<file path="src/rtl/regwr_pkg.sv">
package regwr_pkg;
  // Strobes from control to datapath
  typedef struct packed {
    logic takeIdx;   // header word accepted this cycle
    logic takeData;  // data word accepted this cycle
  } ctlStb_t;
endpackage

</file>
<file path="src/rtl/regwr_ctl.sv">
module regwr_ctl
  import regwr_pkg::*;
#(
  parameter int SLOTS = 4,
  localparam int POS_W = $clog2(SLOTS + 1)
) (
  input  logic             clk,
  input  logic             rst,
  input  logic             inValid,
  input  logic             wrReady,
  input  logic             dropNow,
  output logic             inReady,
  output logic             wrValid,
  output logic             busy,
  output logic [POS_W-1:0] slotPos,
  output ctlStb_t          stb
);
  localparam logic [POS_W-1:0] LAST_POS = POS_W'(SLOTS);

  always_comb begin
    stb     = '0;
    inReady = 1'b0;
    wrValid = 1'b0;
    if (slotPos == '0) begin
      inReady     = 1'b1;
      stb.takeIdx = inValid;
    end else begin
      wrValid      = inValid && !dropNow;
      inReady      = dropNow || wrReady;
      stb.takeData = inValid && (dropNow || wrReady);
    end
  end

  always_ff @(posedge clk) begin
    if (rst) begin
      slotPos <= '0;
      busy    <= 1'b0;
    end else if (stb.takeIdx) begin
      slotPos <= POS_W'(1);
      busy    <= 1'b1;
    end else if (stb.takeData) begin
      if (slotPos == LAST_POS) begin
        slotPos <= '0;
        busy    <= 1'b0;
      end else begin
        slotPos <= slotPos + 1'b1;
      end
    end
  end
endmodule

</file>
<file path="src/rtl/regwr_dp.sv">
module regwr_dp
  import regwr_pkg::*;
#(
  parameter int DATA_W     = 32,
  parameter int ADDR_W     = 14,
  parameter int SLOTS      = 4,
  parameter int IDX_W      = 8,
  parameter int BANK0_BASE = 'h1C00,
  parameter int BANK1_BASE = 'h2C00,
  parameter int PAD_ADDR   = 'h1C54,
  parameter int STAT_W     = 32,
  parameter int TRAP_BIT   = 0,
  parameter int ENG_BIT    = 16,
  parameter int DMAEND_BIT = 17,
  localparam int POS_W = $clog2(SLOTS + 1),
  localparam int SEL_W = (SLOTS > 1) ? $clog2(SLOTS) : 1
) (
  input  logic              clk,
  input  logic              rst,
  input  ctlStb_t           stb,
  input  logic [POS_W-1:0]  slotPos,
  input  logic [DATA_W-1:0] inWord,
  input  logic [STAT_W-1:0] statusWord,
  input  logic              busy,
  output logic [ADDR_W-1:0] wrAddr,
  output logic [DATA_W-1:0] wrData,
  output logic              dropNow,
  output logic              engineIdle
);
  localparam logic [STAT_W-1:0] IDLE_MASK =
    (STAT_W'(1) << TRAP_BIT) | (STAT_W'(1) << ENG_BIT) | (STAT_W'(1) << DMAEND_BIT);
  localparam logic [STAT_W-1:0] IDLE_VAL = STAT_W'(1) << DMAEND_BIT;

  logic [DATA_W-1:0] idxReg;
  logic [IDX_W-1:0]  idxByte [SLOTS];
  logic [SEL_W-1:0]  selPos;
  logic [IDX_W-1:0]  selIdx;
  logic [ADDR_W-1:0] baseAddr;
  logic [ADDR_W-1:0] offAddr;

  always_ff @(posedge clk) begin
    if (rst) idxReg <= '0;
    else if (stb.takeIdx) idxReg <= inWord;
  end

  for (genvar g = 0; g < SLOTS; g++) begin : g_bytes
    assign idxByte[g] = idxReg[g*IDX_W +: IDX_W];
  end

  assign selPos   = SEL_W'(slotPos - 1'b1);
  assign selIdx   = idxByte[selPos];
  assign baseAddr = selIdx[IDX_W-1] ? ADDR_W'(BANK1_BASE) : ADDR_W'(BANK0_BASE);
  assign offAddr  = ADDR_W'({selIdx[IDX_W-2:0], 2'b00});
  assign wrAddr   = baseAddr + offAddr;
  assign wrData   = inWord;
  assign dropNow  = (slotPos != '0) && (wrAddr == ADDR_W'(PAD_ADDR));

  assign engineIdle = !busy && ((statusWord & IDLE_MASK) == IDLE_VAL);
endmodule

</file>
<file path="src/rtl/regwr_unpacker.sv">
module regwr_unpacker
  import regwr_pkg::*;
#(
  parameter int DATA_W     = 32,
  parameter int ADDR_W     = 14,
  parameter int SLOTS      = 4,
  parameter int IDX_W      = 8,
  parameter int BANK0_BASE = 'h1C00,
  parameter int BANK1_BASE = 'h2C00,
  parameter int PAD_ADDR   = 'h1C54,
  parameter int STAT_W     = 32
) (
  input  logic              clk,
  input  logic              rst,
  input  logic [DATA_W-1:0] inWord,
  input  logic              inValid,
  output logic              inReady,
  output logic [ADDR_W-1:0] wrAddr,
  output logic [DATA_W-1:0] wrData,
  output logic              wrValid,
  input  logic              wrReady,
  input  logic [STAT_W-1:0] statusWord,
  output logic              busy,
  output logic              engineIdle
);
  localparam int POS_W = $clog2(SLOTS + 1);

  ctlStb_t          stb;
  logic [POS_W-1:0] slotPos;
  logic             dropNow;

  regwr_ctl #(.SLOTS(SLOTS)) u_ctl (
    .clk(clk), .rst(rst), .inValid(inValid), .wrReady(wrReady),
    .dropNow(dropNow), .inReady(inReady), .wrValid(wrValid),
    .busy(busy), .slotPos(slotPos), .stb(stb)
  );

  regwr_dp #(
    .DATA_W(DATA_W), .ADDR_W(ADDR_W), .SLOTS(SLOTS), .IDX_W(IDX_W),
    .BANK0_BASE(BANK0_BASE), .BANK1_BASE(BANK1_BASE),
    .PAD_ADDR(PAD_ADDR), .STAT_W(STAT_W)
  ) u_dp (
    .clk(clk), .rst(rst), .stb(stb), .slotPos(slotPos), .inWord(inWord),
    .statusWord(statusWord), .busy(busy), .wrAddr(wrAddr),
    .wrData(wrData), .dropNow(dropNow), .engineIdle(engineIdle)
  );
endmodule

</file>
<file path="config.mk">
export PLATFORM = sky130hd
export DESIGN_NAME = regwr_unpacker
export DESIGN_NICKNAME = d
export VERILOG_FILES = /design/src/rtl/regwr_pkg.sv /design/src/rtl/regwr_ctl.sv /design/src/rtl/regwr_dp.sv /design/src/rtl/regwr_unpacker.sv
export SDC_FILE = /design/constraint.sdc
export NUM_CORES = 1
export LEC_CHECK = 0
export BUFFER_PORTS_ARGS = -buffer_cell sky130_fd_sc_hd__buf_2
export CORE_MARGIN = 3
export CORE_UTILIZATION = 40
export CTS_BUF_LIST = sky130_fd_sc_hd__clkbuf_2 sky130_fd_sc_hd__clkbuf_4 sky130_fd_sc_hd__clkbuf_8
export DETAILED_ROUTE_END_ITERATION = 7
export PLACE_DENSITY = 0.78
export REMOVE_ABC_BUFFERS = 1
export SLEW_MARGIN = 20
export SYNTH_ARGS = -nofsm -noshare
export SYNTH_HDL_FRONTEND = slang
export SYNTH_SLANG_ARGS = --single-unit
</file>
<file path="constraint.sdc">
create_clock -name clk -period 3.1 [get_ports clk]
set_clock_uncertainty 0.15 [all_clocks]
set_input_delay 0.62 -clock clk [delete_from_list [all_inputs] [get_ports clk]]
set_output_delay 0.62 -clock clk [all_outputs]
set_load 0.01 [all_outputs]
</file>
# After elaboration in Yosys (flattened, before gate mapping)
# Index checks and enable logic that the tools add are counted.
[word_totals]
regBits = 36
wordCells = 39
in_bits = 68
[op_classes]
n_mux = 14
eq_ne = 3
n_lt_le_gt_ge = 1
bitwise = 1
n_reduce_logical = 13
n_addsub = 3
[op_table]
columns = ["cell", "count"]
rows = [
  ["binary-select mux 8 bit (select 2 bit)", 1],
  ["2-to-1 mux 8 bit", 2],
  ["adder 14 x 9 -> 14 bit", 1],
  ["== test 14 x 13 -> 1 bit (second input constant)", 1],
  ["2-to-1 mux 14 bit", 1],
  ["2-to-1 mux 1 bit", 9],
  ["== test 3 bit (second input constant)", 2],
  ["logical AND 1 bit", 4],
  ["nonzero test 2 bit", 2],
  ["adder 3 x 1 -> 3 bit (second input constant)", 1],
  [">= comparator 3 bit (second input constant)", 1],
  ["logical NOT 3 bit", 1],
  ["2-to-1 mux 3 bit", 1],
  ["NOT 2 -> 3 bit", 1],
  ["nonzero test 3 bit", 1],
  ["logical NOT 1 bit", 2],
  ["AND reduction 2 bit", 1],
  ["OR reduction 2 bit", 1],
  ["subtractor 2 x 1 -> 2 bit (second input constant)", 1],
  ["logical OR 1 bit", 1],
]

# Logic depth before layout (Yosys ltp)
[depth]
ltp_word = 14
mapped_depth = 9

# By module
# Synthesis repeated with hierarchy kept, for this count alone.
[unflattened]
hier_cells = 196
area_unflattened_um2 = 1956.9
[modules_own_cells]
columns = ["mod", "instances", "area_per_inst_um2", "cells_per_inst"]
rows = [
  ["regwr_dp", 1, 1707.9, 167],
  ["regwr_ctl", 1, 249.0, 29],
]

# Worst setup path after synthesis
# Ideal clock, no wire load.
[synth_timing]
path_kind = "register to output"
startpoint = "register u_ctl.slotPos[0]"
endpoint = "output port inReady"
required_time_ns = 2.330
t_arrival_ns = 2.503
path_slack_ns = -0.173
stages_incl_launch_ff = 10
path_buffers = 2
path_cell_list = "dfxtp_1 > buf_2 > inv_1 > ha_1 > buf_6 > mux4_2 > nor4_4 > o2111ai_4 > and2_4 > nand2_1"
[synth_rtl]
columns = ["item", "line_no", "source"]
rows = [
  ["start, declared", "regwr_ctl.sv:15", "output logic [POS_W-1:0] slotPos,"],
  ["start signal, assigned", "regwr_ctl.sv:46", "slotPos <= slotPos + 1'b1;"],
  ["subtractor 2 x 1 -> 2 bit", "regwr_dp.sv:50", "assign selPos = SEL_W'(slotPos - 1'b1);"],
  ["NOT 2 -> 3 bit (not written as such)", "regwr_dp.sv:51", "assign selIdx = idxByte[selPos];"],
  ["binary-select mux 8 bit (select 2 bit)", "regwr_dp.sv:51", ""],
  ["2-to-1 mux 8 bit (not written as such) (2 in a row)", "regwr_dp.sv:51", ""],
  ["adder 14 x 9 -> 14 bit", "regwr_dp.sv:54", "assign wrAddr = baseAddr + offAddr;"],
  ["net wrAddr[7]", "regwr_unpacker.sv:18", "output logic [ADDR_W-1:0] wrAddr,"],
  ["== test 14 x 13 -> 1 bit", "regwr_dp.sv:56", "assign dropNow = (slotPos != '0) && (wrAddr == ADDR_W'(PAD_ADDR));"],
  ["logical AND 1 bit", "regwr_dp.sv:56", ""],
  ["logical OR 1 bit", "regwr_ctl.sv:29", "inReady = dropNow || wrReady;"],
  ["2-to-1 mux 1 bit", "regwr_ctl.sv:24", "if (slotPos == '0) begin"],
  ["end, declared", "regwr_unpacker.sv:17", "output logic inReady,"],
]
# The timed path passes the listed nets, and every way through them passes these cells. The select of a mux whose other input is x is not followed.

# Worst setup path in the final report
[layout_timing]
startpoint = "register u_ctl.slotPos[1]"
endpoint = "output port inReady"
[layout_between]
elab_chain_cells = 11
[layout_lines]
columns = ["item", "line_no", "source"]
rows = [
  ["subtractor 2 x 1 -> 2 bit", "regwr_dp.sv:50", ""],
  ["NOT 2 -> 3 bit (not written as such)", "regwr_dp.sv:51", ""],
  ["binary-select mux 8 bit (select 2 bit)", "regwr_dp.sv:51", ""],
  ["2-to-1 mux 8 bit (not written as such) (2 in a row)", "regwr_dp.sv:51", ""],
  ["2-to-1 mux 14 bit", "regwr_dp.sv:52", "assign baseAddr = selIdx[IDX_W-1] ? ADDR_W'(BANK1_BASE) : ADDR_W'(BANK0_BASE);"],
  ["adder 14 x 9 -> 14 bit", "regwr_dp.sv:54", ""],
  ["== test 14 x 13 -> 1 bit", "regwr_dp.sv:56", ""],
  ["logical AND 1 bit", "regwr_dp.sv:56", ""],
  ["logical OR 1 bit", "regwr_ctl.sv:29", ""],
  ["2-to-1 mux 1 bit *", "regwr_ctl.sv:24", ""],
]
# Mark *: on every way between the ends. The rest lies on a longest branch, timed or not. The select of a mux whose other input is x is not followed.

==> reports/metrics.csv <==
metric,value,unit
Synth top area share,0.367,
YS warnings,0,
period utilization,1.03,
Post-synth EDFFs,0,
Clk Tree Root Cell,clkbuf_8,
final setup violation count,2,
Crit path arrival time,2440,ps
storage element area,723,sq um
Leak,1.06,nW
grt ovf,0,
"setup slack, reg-to-reg",390,ps
vias in the first global route,1532,
Slew Limit Headroom,0.315,
Hold Slack,304,ps
pin count of the biggest net entering global routing,35,
FMAX,312,MHz
routed via count,1657,
Initial Util,0.433,
Final GP Congestion,0.736,
share of cells above drive strength 1,0.418,
failing checks,setup timing,
Die Y,76.1,microns
average wire per standard cell,12.1,microns
"CTS clk-pin slew, worst paths",70,ps
CP Class,reg -> out,
clk sinks,36,
initial antenna violation count,0,
CP max FO,4,
Final TNS setup,-200,ps
Pre-antenna DRT Iters,4,
synth unique cells,35,
Inserted Clock Buffers,5,
Hold Crit Class,reg -> reg,
setup repair after global routing missed its margin,yes,
crit end category,output pin,
Die X,76.1,microns
CTS max path bufs,2,
# hold bufs at CTS,0,
pwr/cell area,497,nW/um^2
site row count,24,
crit start category,register,
Mapped Cells,233,
clock latency on the worst-skew pair,290,ps
nets@finish,356,
Worst Hold Path Cells,2,
gr usage total,0.147,
WHS Endpoint,u_dp.idxReg[12],
Synth Flop Type,dfxtp_1,
status,"complete, but fails checks",
Fin. Hold Viols,0,
Ports,118,
IO Port Bufs,83,
top routing layer in use,met4,
"top cells by area, synth","dfxtp_1 37%, buf_4 14%, nand2_1 13%, a21oi_1 8.7%, mux4_1 5.4%",
WL met1,1860,microns
core area,4530,sq um
CTS tree,built,
final worst setup slack,-107,ps
register area share after synthesis,0.367,
ANT nets after route,0,
post-detail-place hpwl,3040,microns
Critical Path RT,2330,ps
"Area growth, synth to finish",20.2,%
FF-to-FF path depth,9,
multi-input logic area,907,sq um
Slew @ Worst Pin,1020,ps
min Tclk post-route,3210,ps
Diodes inserted,0,
die area,5780,sq um
met3 routed WL,296,microns
count of pins over their slew limit,0,
Mean Syn Cell Area,8.43,sq um
H-tree depth,2,
DR vias/cell,4.71,
Maximum Capacitance Violations,0,
first-pass GRT wire length,6960,microns
Critical path origin,u_ctl.slotPos[1],
post-synth top area cell,dfxtp_1,
Routed met2 length,2020,microns
DRC,0,
post-synthesis instance area,1960,sq um
"FFs w/ async S/R, synth",0,
maximum VDD drop,0.320,mV
final wirelength,4250,microns
Yosys reg bits,36,
fillers,416,
Hold Crit Start,u_dp.idxReg[12],
R2R Path End,u_ctl.slotPos[2],
reg-to-reg startpoint,u_ctl.slotPos[1],
DR iter-0 viols,85,
-- layout make-up --
cell class	count	area share
clock inverters	2	0.0148
flip-flops and latches	36	0.306
repair buffers	94	0.220
inverters	5	0.00795
well taps	65	0.0345
multi-input cells	144	0.384
clock buffers	6	0.0323
-- critical path: stages, from the launching register on --
cell	delay, ps
dfxtp_2	340
inv_2	50
ha_4	270
buf_6	110
mux4_2	540
nor4_4	320
o2111ai_4	170
and2_4	180
nand2_2	60
buf_6	100
-- cells in the mapped netlist (2+ instances only) --
cell / n
inv_1: 5
nand3_1: 2
ha_1: 2
and3_2: 2
mux4_1: 4
conb_1: 2
nand2b_1: 2
a21oi_1: 34
buf_4: 37
clkbuf_1: 12
mux4_2: 3
o21ai_0: 2
dfxtp_1: 36
nand2_1: 67
and2_1: 3
-- placed cells by master (no fill, tap or decap), types with 2 or more instances in the layout --
cell and count:
a21oi_1 34, and2_1 3, buf_2 81, buf_4 9, buf_6 4, clkbuf_8 5, conb_1 5, dfxtp_1 34
dfxtp_2 2, inv_1 3, inv_2 2, mux4_1 2, mux4_2 5, nand2_1 66, nand2b_1 2, nand3_1 2
o21ai_0 2
-- flip-flops by register name, indices dropped and copies added (netlist names) --
signal and count:
u_dp.idxReg 32, u_ctl.slotPos 3, u_ctl.busy 1
-- per-layer routing --
| metal | vias to the layer above | track usage |
|---|---|---|
| li1 | 835 | - |
| met4 | 0 | 0.0616 |
| met3 | 8 | 0.0461 |
| met2 | 60 | 0.246 |
| met5 | - | 0 |
| met1 | 754 | 0.173 |
-- report_power, final --
part / leakage (nW) / internal [W] / switching [W]
clock network: 0.0586 / 0.000247 / 0.000166
logic: 0.705 / 0.000116 / 0.000137
registers: 0.296 / 0.000492 / 0.0000141
-- how the worst max path moves through the flow --
stage	to	slack (ps)	cells past startpoint
global route	inReady	-220	9
finish	inReady	-110	9
floorplan	inReady	-420	7
CTS	inReady	-130	9
global placement	inReady	3	9
detailed placement	inReady	0.3	9
-- through the flow --
stage	utilization	total power, W	area, sq um	std cells	setup slack (ps)
after CTS	0.521	0.00118	2360	352	-132
after floorplan	-	0.000633	1640	185	-416
after detailed placement	0.485	0.000756	2200	342	0.288
after global placement	0.485	0.000751	2200	342	2.82
final	0.520	0.00117	2360	352	-107
after global routing	0.520	0.00123	2360	352	-223
-- repair_timing --
item,4_1_cts,5_1_grt
pin swaps,5,2
endpoints found under the hold margin,0,0
resized for setup,12,1
cloned,0,0
setup endpoints to repair,2,2
setup buffers,2,0
-- cell families (layout without fill, tap and decap cells) --
kind of cell | Yosys count | in the layout | synth area share
AND/OR/NAND/NOR | 84 | 84 | 0.191
buffers and inverters | 56 | 107 | 0.182
AO/OA/AOI/OAI | 44 | 44 | 0.145
flip-flops | 36 | 36 | 0.367
multiplexers | 9 | 9 | 0.0988
adder cells (fa/ha/maj) | 2 | 2 | 0.0127
other | 2 | 5 | 0.00383
Note: power is estimated with default switching activity, not from simulation.
